**config.mk**
```make
export PLATFORM = sky130hd
export DESIGN_NAME = rs_tag_pool
export DESIGN_NICKNAME = d
export VERILOG_FILES = /design/src/rtl/rs_tag_pkg.sv /design/src/rtl/rs_opnd.sv /design/src/rtl/rs_entry.sv /design/src/rtl/rs_age.sv /design/src/rtl/rs_pick_free.sv /design/src/rtl/rs_tag_pool.sv
export SDC_FILE = /design/constraint.sdc
export NUM_CORES = 1
export LEC_CHECK = 0
export ABC_CLOCK_PERIOD_IN_PS = 4000
export BUFFER_PORTS_ARGS = -buffer_cell sky130_fd_sc_hd__buf_2
export CAP_MARGIN = 15
export CORE_ASPECT_RATIO = 1.5
export CORE_MARGIN = 2
export CORE_UTILIZATION = 50
export CTS_BUF_LIST = sky130_fd_sc_hd__clkbuf_16
export CTS_CLUSTER_DIAMETER = 100
export CTS_CLUSTER_SIZE = 10
export DETAILED_ROUTE_END_ITERATION = 10
export PLACE_DENSITY = 0.67
export REMOVE_ABC_BUFFERS = 1
export SLEW_MARGIN = 20
export SYNTH_ARGS = -nofsm -noshare
export SYNTH_HDL_FRONTEND = slang
export SYNTH_SLANG_ARGS = --single-unit
```
**constraint.sdc**
```tcl
create_clock -name clk -period 4 [get_ports clk]
set_clock_uncertainty 0.1 [all_clocks]
set_input_delay 0.8 -clock clk [delete_from_list [all_inputs] [get_ports clk]]
set_output_delay 0.8 -clock clk [all_outputs]
set_load 0.01 [all_outputs]
```
**src/rtl/rs_tag_pkg.sv**
```systemverilog
package rs_tag_pkg;
   // lifecycle of one waiting slot
   typedef enum logic [1:0] {
      ST_FREE = 2'd0,   // available for allocation
      ST_WAIT = 2'd1,   // holds an instruction not yet handed over
      ST_SENT = 2'd2    // handed over, waiting for its own result broadcast
   } rs_state_e;

   localparam int unsigned RS_NUM_SRC = 2;
endpackage

```
**src/rtl/rs_opnd.sv**
```systemverilog
module rs_opnd #(
   parameter int unsigned TAG_W  = 3,
   parameter int unsigned DATA_W = 16
) (
   input  logic              clk,
   input  logic              rst_n,
   input  logic              alloc,
   input  logic              live,
   input  logic              in_ok,
   input  logic [TAG_W-1:0]  in_tag,
   input  logic [DATA_W-1:0] in_val,
   input  logic              cdb_valid,
   input  logic [TAG_W-1:0]  cdb_tag,
   input  logic [DATA_W-1:0] cdb_val,
   output logic              ok,
   output logic [DATA_W-1:0] val
);
   logic              ok_q;
   logic [TAG_W-1:0]  tag_q;
   logic [DATA_W-1:0] val_q;
   logic              hit_new;
   logic              hit_old;

   assign hit_new = cdb_valid && (cdb_tag == in_tag);
   assign hit_old = cdb_valid && (cdb_tag == tag_q);

   always_ff @(posedge clk) begin
      if (!rst_n) begin
         ok_q  <= 1'b0;
         tag_q <= '0;
         val_q <= '0;
      end else if (alloc) begin
         tag_q <= in_tag;
         if (in_ok) begin
            ok_q  <= 1'b1;
            val_q <= in_val;
         end else if (hit_new) begin
            ok_q  <= 1'b1;
            val_q <= cdb_val;
         end else begin
            ok_q  <= 1'b0;
         end
      end else if (live && !ok_q && hit_old) begin
         ok_q  <= 1'b1;
         val_q <= cdb_val;
      end
   end

   assign ok  = ok_q;
   assign val = val_q;

   AST_SNOOP_CAPTURE: assert property (@(posedge clk) disable iff (!rst_n)
      (live && !alloc && !ok_q && cdb_valid && cdb_tag == tag_q)
      |=> (ok_q && val_q == $past(cdb_val)));
   AST_ISSUE_BYPASS: assert property (@(posedge clk) disable iff (!rst_n)
      (alloc && !in_ok && cdb_valid && cdb_tag == in_tag)
      |=> (ok_q && val_q == $past(cdb_val)));
   AST_WAIT_HOLDS: assert property (@(posedge clk) disable iff (!rst_n)
      (live && !alloc && !ok_q && !(cdb_valid && cdb_tag == tag_q))
      |=> !ok_q);
endmodule

```
**src/rtl/rs_entry.sv**
```systemverilog
module rs_entry
   import rs_tag_pkg::*;
#(
   parameter int unsigned TAG_W  = 3,
   parameter int unsigned DATA_W = 16,
   parameter int unsigned OP_W   = 4
) (
   input  logic                               clk,
   input  logic                               rst_n,
   input  logic                               flush,
   input  logic                               alloc,
   input  logic                               take,
   input  logic [OP_W-1:0]                    in_op,
   input  logic [TAG_W-1:0]                   in_dst,
   input  logic [RS_NUM_SRC-1:0]              in_ok,
   input  logic [RS_NUM_SRC-1:0][TAG_W-1:0]   in_tag,
   input  logic [RS_NUM_SRC-1:0][DATA_W-1:0]  in_val,
   input  logic                               cdb_valid,
   input  logic [TAG_W-1:0]                   cdb_tag,
   input  logic [DATA_W-1:0]                  cdb_val,
   output logic                               busy,
   output logic                               req,
   output logic [OP_W-1:0]                    op,
   output logic [TAG_W-1:0]                   dst,
   output logic [RS_NUM_SRC-1:0][DATA_W-1:0]  src_val
);
   rs_state_e          state_q;
   logic [OP_W-1:0]    op_q;
   logic [TAG_W-1:0]   dst_q;
   logic [RS_NUM_SRC-1:0] src_ok;
   logic               live;
   logic               own_result;

   assign live       = (state_q != ST_FREE);
   assign own_result = cdb_valid && (cdb_tag == dst_q);

   for (genvar s = 0; s < RS_NUM_SRC; s++) begin : g_src
      rs_opnd #(.TAG_W(TAG_W), .DATA_W(DATA_W)) i_opnd (
         .clk       (clk),
         .rst_n     (rst_n),
         .alloc     (alloc),
         .live      (live),
         .in_ok     (in_ok[s]),
         .in_tag    (in_tag[s]),
         .in_val    (in_val[s]),
         .cdb_valid (cdb_valid),
         .cdb_tag   (cdb_tag),
         .cdb_val   (cdb_val),
         .ok        (src_ok[s]),
         .val       (src_val[s])
      );
   end

   always_ff @(posedge clk) begin
      if (!rst_n) begin
         state_q <= ST_FREE;
         op_q    <= '0;
         dst_q   <= '0;
      end else if (flush) begin
         state_q <= ST_FREE;
      end else begin
         unique case (state_q)
            ST_FREE: if (alloc) begin
               state_q <= ST_WAIT;
               op_q    <= in_op;
               dst_q   <= in_dst;
            end
            ST_WAIT: if (take) state_q <= ST_SENT;
            ST_SENT: if (own_result) state_q <= ST_FREE;
            default: state_q <= ST_FREE;
         endcase
      end
   end

   assign busy = live;
   assign req  = (state_q == ST_WAIT) && (&src_ok);
   assign op   = op_q;
   assign dst  = dst_q;

   AST_ALLOC_ONLY_FREE: assert property (@(posedge clk) disable iff (!rst_n)
      alloc |-> (state_q == ST_FREE));
   AST_TAKE_NEEDS_VALUES: assert property (@(posedge clk) disable iff (!rst_n)
      take |-> ((state_q == ST_WAIT) && (&src_ok)));
   AST_FLUSH_EMPTIES: assert property (@(posedge clk) disable iff (!rst_n)
      flush |=> (state_q == ST_FREE));
   AST_RELEASE_ON_RESULT: assert property (@(posedge clk) disable iff (!rst_n)
      (state_q == ST_SENT && own_result) |=> (state_q == ST_FREE));
endmodule

```
**src/rtl/rs_age.sv**
```systemverilog
module rs_age #(
   parameter int unsigned NUM_ENT = 4
) (
   input  logic               clk,
   input  logic               rst_n,
   input  logic [NUM_ENT-1:0] alloc,
   input  logic [NUM_ENT-1:0] req,
   output logic [NUM_ENT-1:0] sel
);
   // before_q[i][j] set: slot i was allocated before slot j
   logic [NUM_ENT-1:0][NUM_ENT-1:0] before_q;

   always_ff @(posedge clk) begin
      if (!rst_n) begin
         before_q <= '0;
      end else begin
         for (int k = 0; k < NUM_ENT; k++) begin
            if (alloc[k]) begin
               for (int j = 0; j < NUM_ENT; j++) begin
                  if (j != k) begin
                     before_q[k][j] <= 1'b0;
                     before_q[j][k] <= 1'b1;
                  end
               end
            end
         end
      end
   end

   always_comb begin
      for (int i = 0; i < NUM_ENT; i++) begin
         logic blocked;
         blocked = 1'b0;
         for (int j = 0; j < NUM_ENT; j++) begin
            if (j != i && req[j] && before_q[j][i]) blocked = 1'b1;
         end
         sel[i] = req[i] && !blocked;
      end
   end

   AST_ONE_OLDEST: assert property (@(posedge clk) disable iff (!rst_n)
      $onehot0(sel));
   AST_PICK_WHEN_ANY: assert property (@(posedge clk) disable iff (!rst_n)
      (|req) |-> (|sel));
endmodule

```
**src/rtl/rs_pick_free.sv**
```systemverilog
module rs_pick_free #(
   parameter int unsigned NUM_ENT   = 4,
   parameter bit          LOW_FIRST = 1'b1
) (
   input  logic [NUM_ENT-1:0] free,
   output logic [NUM_ENT-1:0] pick,
   output logic               any
);
   if (LOW_FIRST) begin : g_low
      always_comb begin
         logic found;
         found = 1'b0;
         pick  = '0;
         for (int i = 0; i < NUM_ENT; i++) begin
            if (free[i] && !found) begin
               pick[i] = 1'b1;
               found   = 1'b1;
            end
         end
      end
   end else begin : g_high
      always_comb begin
         logic found;
         found = 1'b0;
         pick  = '0;
         for (int i = NUM_ENT - 1; i >= 0; i--) begin
            if (free[i] && !found) begin
               pick[i] = 1'b1;
               found   = 1'b1;
            end
         end
      end
   end

   assign any = |free;
endmodule

```
**src/rtl/rs_tag_pool.sv**
```systemverilog
module rs_tag_pool
   import rs_tag_pkg::*;
#(
   parameter int unsigned NUM_ENT   = 4,
   parameter int unsigned TAG_W     = 3,
   parameter int unsigned DATA_W    = 16,
   parameter int unsigned OP_W      = 4,
   parameter bit          LOW_FIRST = 1'b1
) (
   input  logic              clk,
   input  logic              rst_n,
   input  logic              flush_i,
   input  logic              iss_valid_i,
   input  logic              iss_rob_room_i,
   input  logic [OP_W-1:0]   iss_op_i,
   input  logic [TAG_W-1:0]  iss_dst_i,
   input  logic              iss_a_ok_i,
   input  logic [DATA_W-1:0] iss_a_val_i,
   input  logic [TAG_W-1:0]  iss_a_tag_i,
   input  logic              iss_b_ok_i,
   input  logic [DATA_W-1:0] iss_b_val_i,
   input  logic [TAG_W-1:0]  iss_b_tag_i,
   output logic              iss_accept_o,
   output logic              pool_full_o,
   input  logic              cdb_valid_i,
   input  logic [TAG_W-1:0]  cdb_tag_i,
   input  logic [DATA_W-1:0] cdb_val_i,
   output logic              dsp_valid_o,
   input  logic              dsp_ready_i,
   output logic [OP_W-1:0]   dsp_op_o,
   output logic [DATA_W-1:0] dsp_a_o,
   output logic [DATA_W-1:0] dsp_b_o,
   output logic [TAG_W-1:0]  dsp_dst_o
);
   localparam int unsigned ROB_SLOTS = 1 << TAG_W;

   if (NUM_ENT < 2) begin : g_bad_ent
      $error("rs_tag_pool: NUM_ENT must be at least 2");
   end
   if (NUM_ENT > ROB_SLOTS) begin : g_bad_tag
      $error("rs_tag_pool: more slots than reorder-buffer indices");
   end
   if (DATA_W < 1 || OP_W < 1) begin : g_bad_w
      $error("rs_tag_pool: widths must be positive");
   end

   logic [NUM_ENT-1:0] busy, req, sel, pick, alloc_vec, take_vec;
   logic               any_free;
   logic [NUM_ENT-1:0][OP_W-1:0]  e_op;
   logic [NUM_ENT-1:0][TAG_W-1:0] e_dst;
   logic [NUM_ENT-1:0][RS_NUM_SRC-1:0][DATA_W-1:0] e_src;
   logic [RS_NUM_SRC-1:0]              in_ok;
   logic [RS_NUM_SRC-1:0][TAG_W-1:0]   in_tag;
   logic [RS_NUM_SRC-1:0][DATA_W-1:0]  in_val;

   assign in_ok  = {iss_b_ok_i,  iss_a_ok_i};
   assign in_tag = {iss_b_tag_i, iss_a_tag_i};
   assign in_val = {iss_b_val_i, iss_a_val_i};

   rs_pick_free #(.NUM_ENT(NUM_ENT), .LOW_FIRST(LOW_FIRST)) i_pick (
      .free (~busy),
      .pick (pick),
      .any  (any_free)
   );

   assign iss_accept_o = iss_valid_i && iss_rob_room_i && any_free && !flush_i;
   assign alloc_vec    = pick & {NUM_ENT{iss_accept_o}};
   assign pool_full_o  = !any_free;

   rs_age #(.NUM_ENT(NUM_ENT)) i_age (
      .clk   (clk),
      .rst_n (rst_n),
      .alloc (alloc_vec),
      .req   (req),
      .sel   (sel)
   );

   assign dsp_valid_o = (|sel) && !flush_i;
   assign take_vec    = sel & {NUM_ENT{dsp_ready_i && !flush_i}};

   for (genvar e = 0; e < NUM_ENT; e++) begin : g_ent
      rs_entry #(.TAG_W(TAG_W), .DATA_W(DATA_W), .OP_W(OP_W)) i_ent (
         .clk       (clk),
         .rst_n     (rst_n),
         .flush     (flush_i),
         .alloc     (alloc_vec[e]),
         .take      (take_vec[e]),
         .in_op     (iss_op_i),
         .in_dst    (iss_dst_i),
         .in_ok     (in_ok),
         .in_tag    (in_tag),
         .in_val    (in_val),
         .cdb_valid (cdb_valid_i),
         .cdb_tag   (cdb_tag_i),
         .cdb_val   (cdb_val_i),
         .busy      (busy[e]),
         .req       (req[e]),
         .op        (e_op[e]),
         .dst       (e_dst[e]),
         .src_val   (e_src[e])
      );
   end

   always_comb begin
      dsp_op_o  = '0;
      dsp_dst_o = '0;
      dsp_a_o   = '0;
      dsp_b_o   = '0;
      for (int i = 0; i < NUM_ENT; i++) begin
         if (sel[i]) begin
            dsp_op_o  = dsp_op_o  | e_op[i];
            dsp_dst_o = dsp_dst_o | e_dst[i];
            dsp_a_o   = dsp_a_o   | e_src[i][0];
            dsp_b_o   = dsp_b_o   | e_src[i][1];
         end
      end
   end

   AST_ONE_SLOT_PER_ACCEPT: assert property (@(posedge clk) disable iff (!rst_n)
      iss_accept_o |-> ($countones(alloc_vec) == 1));
   AST_OFFER_HAS_OWNER: assert property (@(posedge clk) disable iff (!rst_n)
      dsp_valid_o |-> ($countones(sel & busy) == 1));
   AST_QUIET_AFTER_FLUSH: assert property (@(posedge clk) disable iff (!rst_n)
      flush_i |=> !dsp_valid_o);
endmodule

```
# ---- Yosys cells after proc, flatten, opt, wreduce, memory -nomap -nowiden
# Cells that the tools add are included.
dict set report classes {
  addsub 0
  bitwise 17
  magnitude_cmp 0
  shift 0
  multipliers 0
  reduce_logical 123
  mux 99
  eq_ne 42
  div 0
}
# op count
set op_table {}
lappend op_table {{two-way mux 16 bit} 28}
lappend op_table {{bitwise OR 16 bit} 6}
lappend op_table {{logical AND 1 bit} 58}
lappend op_table {{two-way mux 1 bit} 45}
lappend op_table {{equality test 3 bit} 14}
lappend op_table {{nonzero test 2 bit} 18}
lappend op_table {{two-way mux 2 bit} 13}
lappend op_table {{!= test 3 x 2 -> 1 bit (second input constant)} 8}
lappend op_table {{one-hot mux 2 bit (3 select lines)} 4}
lappend op_table {{AND reduction 2 bit} 12}
lappend op_table {{AND reduction 3 bit} 8}
lappend op_table {{zero test 1 bit} 17}
lappend op_table {{two-way mux 4 bit} 4}
lappend op_table {{!= test 2 bit (second input constant)} 8}
lappend op_table {{two-way mux 3 bit} 5}
lappend op_table {{bitwise OR 4 bit} 3}
lappend op_table {{bitwise OR 3 bit} 3}
lappend op_table {{AND 4 bit} 2}
lappend op_table {{equality test 2 x 1 -> 1 bit (second input constant)} 4}
lappend op_table {{equality test 2 bit (second input constant)} 4}
lappend op_table {{zero test 2 bit} 4}
lappend op_table {{!= test 2 x 1 -> 1 bit (second input constant)} 4}
lappend op_table {{OR reduction 2 bit} 4}
lappend op_table {{OR reduction 4 bit} 2}
lappend op_table {{2 further kinds} 3}
dict set report word_totals {
  latch_bits 0
  ramBits 0
  output_inout_bits 42
  word_cells 329
  mem_count 0
  in_bits 73
  romBits 0
  reg_bits 208
}

# ---- Depth between registers and ports, before layout
dict set report depth {
  ltp_word 15
  ltp_mapped 8
}

# ---- Hierarchy
# A second synthesis with hierarchy kept.
dict set report unflattened {
  cells_unflattened 1074
  area_unflattened_um2 11385.9
}
# mod cells_per_inst area_per_inst_um2 n_inst
set modules_own_cells {}
lappend modules_own_cells {rs_opnd 89 1001.0 8}
lappend modules_own_cells {rs_entry 38 417.9 4}
lappend modules_own_cells {rs_tag_pool 154 1202.4 1}
lappend modules_own_cells {rs_age 51 466.7 1}
lappend modules_own_cells {rs_pick_free 5 37.5 1}

# ---- Least setup slack after synthesis
# OpenSTA, ideal clock, no wires.
dict set report synth_path {
  path_kind {input port to output port}
  startpoint {input port flush_i}
  endpoint {output port iss_accept_o}
  path_stages 4
  arrival_ns 1.774
  path_buffers 2
  required_ns 3.100
  slack_ns 1.326
  cell_sequence {nand3b_2 > clkbuf_1 > clkbuf_1 > nor2_1}
}
dict set report synth_between {
  elab_chain_cells 2
}
# element line
set synth_lines {}
lappend synth_lines {{from (decl)} rs_tag_pool.sv:12} ;# input logic flush_i,
lappend synth_lines {{zero test 1 bit} rs_tag_pool.sv:66} ;# assign iss_accept_o = iss_valid_i && iss_rob_room_i && any_free && !flush_i;
lappend synth_lines {{logical AND 1 bit} rs_tag_pool.sv:66}
lappend synth_lines {{to (decl)} rs_tag_pool.sv:23} ;# output logic iss_accept_o,
# No other way between the ends.

# ---- Worst setup path in the final report
dict set report layout_path {
  startpoint {register g_ent[3].i_ent.state_q[1]}
  endpoint {output port dsp_b_o[7]}
}
dict set report layout_between {
  elab_chain_cells 13
  word_cells_on_any_way 22
  classes_between {eq/ne: 1; mux: 7; bitwise: 3; reduce/logical: 11}
}
# element line
set layout_lines {}
lappend layout_lines {{from (decl)} rs_entry.sv:27} ;# rs_state_e state_q;
lappend layout_lines {{from (signal assigned)} rs_entry.sv:56} ;# state_q <= ST_FREE;
lappend layout_lines {{from (signal assigned)} rs_entry.sv:60} ;# state_q <= ST_FREE;
lappend layout_lines {{from (signal assigned)} rs_entry.sv:64} ;# state_q <= ST_WAIT;
lappend layout_lines {{equality test 2 x 1 -> 1 bit (*)} rs_entry.sv:76} ;# assign req = (state_q == ST_WAIT) && (&src_ok);
lappend layout_lines {{logical AND 1 bit (*)} rs_entry.sv:76}
lappend layout_lines {{logical AND 1 bit} rs_age.sv:35} ;# if (j != i && req[j] && before_q[j][i]) blocked = 1'b1;
lappend layout_lines {{two-way mux 1 bit} rs_age.sv:35}
lappend layout_lines {{zero test 1 bit} rs_age.sv:37} ;# sel[i] = req[i] && !blocked;
lappend layout_lines {{logical AND 1 bit} rs_age.sv:37}
lappend layout_lines {{two-way mux 16 bit} rs_tag_pool.sv:110} ;# if (sel[i]) begin
lappend layout_lines {{bitwise OR 16 bit} rs_tag_pool.sv:114} ;# dsp_b_o = dsp_b_o | e_src[i][1];
lappend layout_lines {{two-way mux 16 bit} rs_tag_pool.sv:110}
lappend layout_lines {{bitwise OR 16 bit} rs_tag_pool.sv:114}
lappend layout_lines {{two-way mux 16 bit} rs_tag_pool.sv:110}
lappend layout_lines {{bitwise OR 16 bit} rs_tag_pool.sv:114}
lappend layout_lines {{two-way mux 16 bit (*)} rs_tag_pool.sv:110}
lappend layout_lines {{to (decl)} rs_tag_pool.sv:32} ;# output logic [DATA_W-1:0] dsp_b_o,
# Mark *: on every way between the ends. The rest lies on a longest branch, timed or not.

==> run metrics <==
H-tree depth 1; cts bufs inserted 24; core area 25100 sq um; Initial Util 0.508; Placer Congestion 0.935; CTS tree built; mapped cell area 12700 sq um; Cell Int Power 3.26 mW; Final Slew Violations 0; Iter 0 DRT Violations ~1700; leakage power 4.73 nW; drt drc 0; maximum buffer depth of the clock tree 3; CTS Sinks roughly 210; gr usage total 0.374; detailed placement HPWL roughly 31000 um; asr flop ratio synth 0; Yosys top cell area share 0.327; # IOs approximately 120; HP Start g_ent[1].i_ent.op[2]; post-synth cell types 55; Cells after Synth 1622; Synth area leaders dfxtp_1, nand3_1, o221ai_1, nand2_1, mux2i_1; Port Buf Inserts 114; via count 14000; Hold Path Cell Cnt 2; via density per instance 7.18; Final Core Density 0.563; CTS clock-pin slew for the worst setup and hold paths around 0.060 ns; first drt pass iteration count 6; fin crit share 0.912; global route overflow 0; RSZ-0062 raised after global routing false; Crit Path Max Fanout 29; first-pass GRT wire length 78500 um; post-route ant nets 0; area of the die 26800 sq um; CP startpoint g_ent[3].i_ent.state_q[1]; Reg-to-Reg Start g_ent[2].i_ent.state_q[1]; Rows 71; Final Net Count 1694; flop2flop setup slack 1.43 ns; CP required 3.10 ns; initial antenna violation count 1; Die Ht 199 um; final hold vios 0; max-cap viol count 0; insertion delay to the later sink of the worst-skew pair roughly 0.55 ns; DRT Wirelength 51200 um; Worst setup EP type primary output; cts hold-fix bufs 0; area leader, netlist dfxtp_1; Clock Root Buffer clkbuf_16; final setup vio count 0; switching power 1.25 mW; Max VDD drop 0.301 mV; DR WL/cell around 26 um; cells on worst reg2reg path 6; Seq pwr share 0.466; area delta synth->final 10.7%; crit path DAT 2.75 ns; Tightest Pin Transition 0.925 ns; Die W 134 um; class of the most critical setup path reg -> out; ANT cells 0; hold crit path type reg -> reg; power per cell area 320 nW/um^2; Fin Setup TNS 0 ns; Avg Inst Size Synth 7.85 sq um; Worst Setup Start Kind flop; Combinational Power Share 0.103; layout cell share with drive strength beyond 1 0.160; Resized cells post-CTS 0; largest net degree at the start of global routing 70; postcts setup bufs 0; Sw Share 0.277; post-synthesis register bit count 208; Clk pwr share 0.431; vias in the first global route around 14000; Synth Warn # 0; Max Clk Rate between 200 and 300 MHz; most frequent cells in the layout nand3_1, dfxtp_1, nand2_1; status finished, final reports clean; register area share after synthesis 0.327; min cycle time layout 3.65 ns; Post-synth EDFFs 0; hold_ws 0.355 ns; Slew HR 0.382; most common cell after layout, fill and taps aside nand3_1; dominant synthesized flop cell dfxtp_1
==> area by class of cell <==
class | count | area [sq um]
Sequential cell | 208 | 4160
Clock buffer | 24 | 601
Multi-Input combinational cell | 1153 | 7580
Tap cell | 328 | 410
Inverter | 54 | 208
Timing Repair Buffer | 180 | 1120
Fill cell | 2436 | 11000
Clock inverter | 2 | 20.0
==> critical path, cell delays in order, from the launching register on <==
cell and delay, ns:
dfxtp_1 0.37, and4b_1 0.48, a21boi_4 0.60, buf_12 0.29
nand3_1 0.11, nand4_1 0.18, buf_2 0.17
==> cells in the mapped netlist, types with 2 or more instances <==
library cell  count
buf_6             2
clkbuf_1        137
mux2i_1          64
o31ai_1          15
o31ai_2          20
nor4b_1           3
nand2_1         193
a41oi_2           2
or3b_1            2
buf_4             3
or2_2             6
o221ai_1         96
inv_1            54
nor4_1           30
and4b_1           4
a311oi_1         33
a22oi_2           3
nand4_1          49
nor3b_2           2
a21oi_1          74
nor3_1            3
a32oi_1          34
a21o_1            2
a31oi_1          63
dfxtp_1         208
a22oi_1           3
o21a_1            3
and2_1           33
o211ai_1         32
o21ai_0          37
buf_1            18
and4_1           35
o32a_1            2
xnor2_1          42
nor4_4            3
nand3_1         218
o22a_1            5
a21boi_1          4
nor2_1           23
a311o_1           2
buf_2            46
==> per-stage QoR <==
stage | cells | worst slack, ns | total power, mW | cell area (sq um)
2_1_floorplan | 1415 | -1.30 | 2.34 | 11900
3_3_place_gp | 1923 | 0.924 | 2.59 | 13500
3_5_place_dp | 1923 | 0.912 | 2.59 | 13500
4_1_cts | 1949 | 0.428 | 4.51 | 14100
5_1_grt | 1949 | 0.311 | 4.62 | 14100
6_report | 1949 | 0.350 | 4.52 | 14100
==> logic make-up after synthesis <==
kind of cell / synth area share
compound gates: 0.258
xor+xnor: 0.0289
buf+inv: 0.0837
flops: 0.327
mux: 0.0503
simple gates: 0.252
==> flip-flops by register name, summed over array words and instances (netlist names) <==
signal and count:
i_age.before_q 12, g_ent.i_ent.g_src.i_opnd.ok 8, g_ent.i_ent.g_src.i_opnd.tag_q 24, g_ent.i_ent.state_q 8, g_ent.i_ent.dst 12, g_ent.i_ent.op 16, g_ent.i_ent.g_src.i_opnd.val 128
==> per-layer routing <==
layer	vias up	wire (um)	track usage
met3	271	5130	0.0680
met2	973	23500	0.606
met4	2	3990	0.267
met5	-	9	0
met1	6618	18600	0.445
li1	6125	-	-
==> path summary, 6_finish.rpt <==
| check | end |
|---|---|
| max | dsp_b_o[7] |
| min | g_ent[1].i_ent.op[2] |
| max reg2reg | g_ent[3].i_ent.g_src[0].i_opnd.val[12] |
| min reg2reg | g_ent[1].i_ent.op[2] |
==> power groups by stage <==
stage | Sequential (mW) | Combinational [mW] | Clock (mW)
final | 2.10 | 0.467 | 1.95
after global routing | 2.11 | 0.485 | 2.03
after CTS | 2.10 | 0.446 | 1.96
after detailed placement | 2.15 | 0.445 | 0
after global placement | 2.15 | 0.441 | 0
after floorplan | 2.15 | 0.195 | 0
Power figures use the tool's default switching activity.
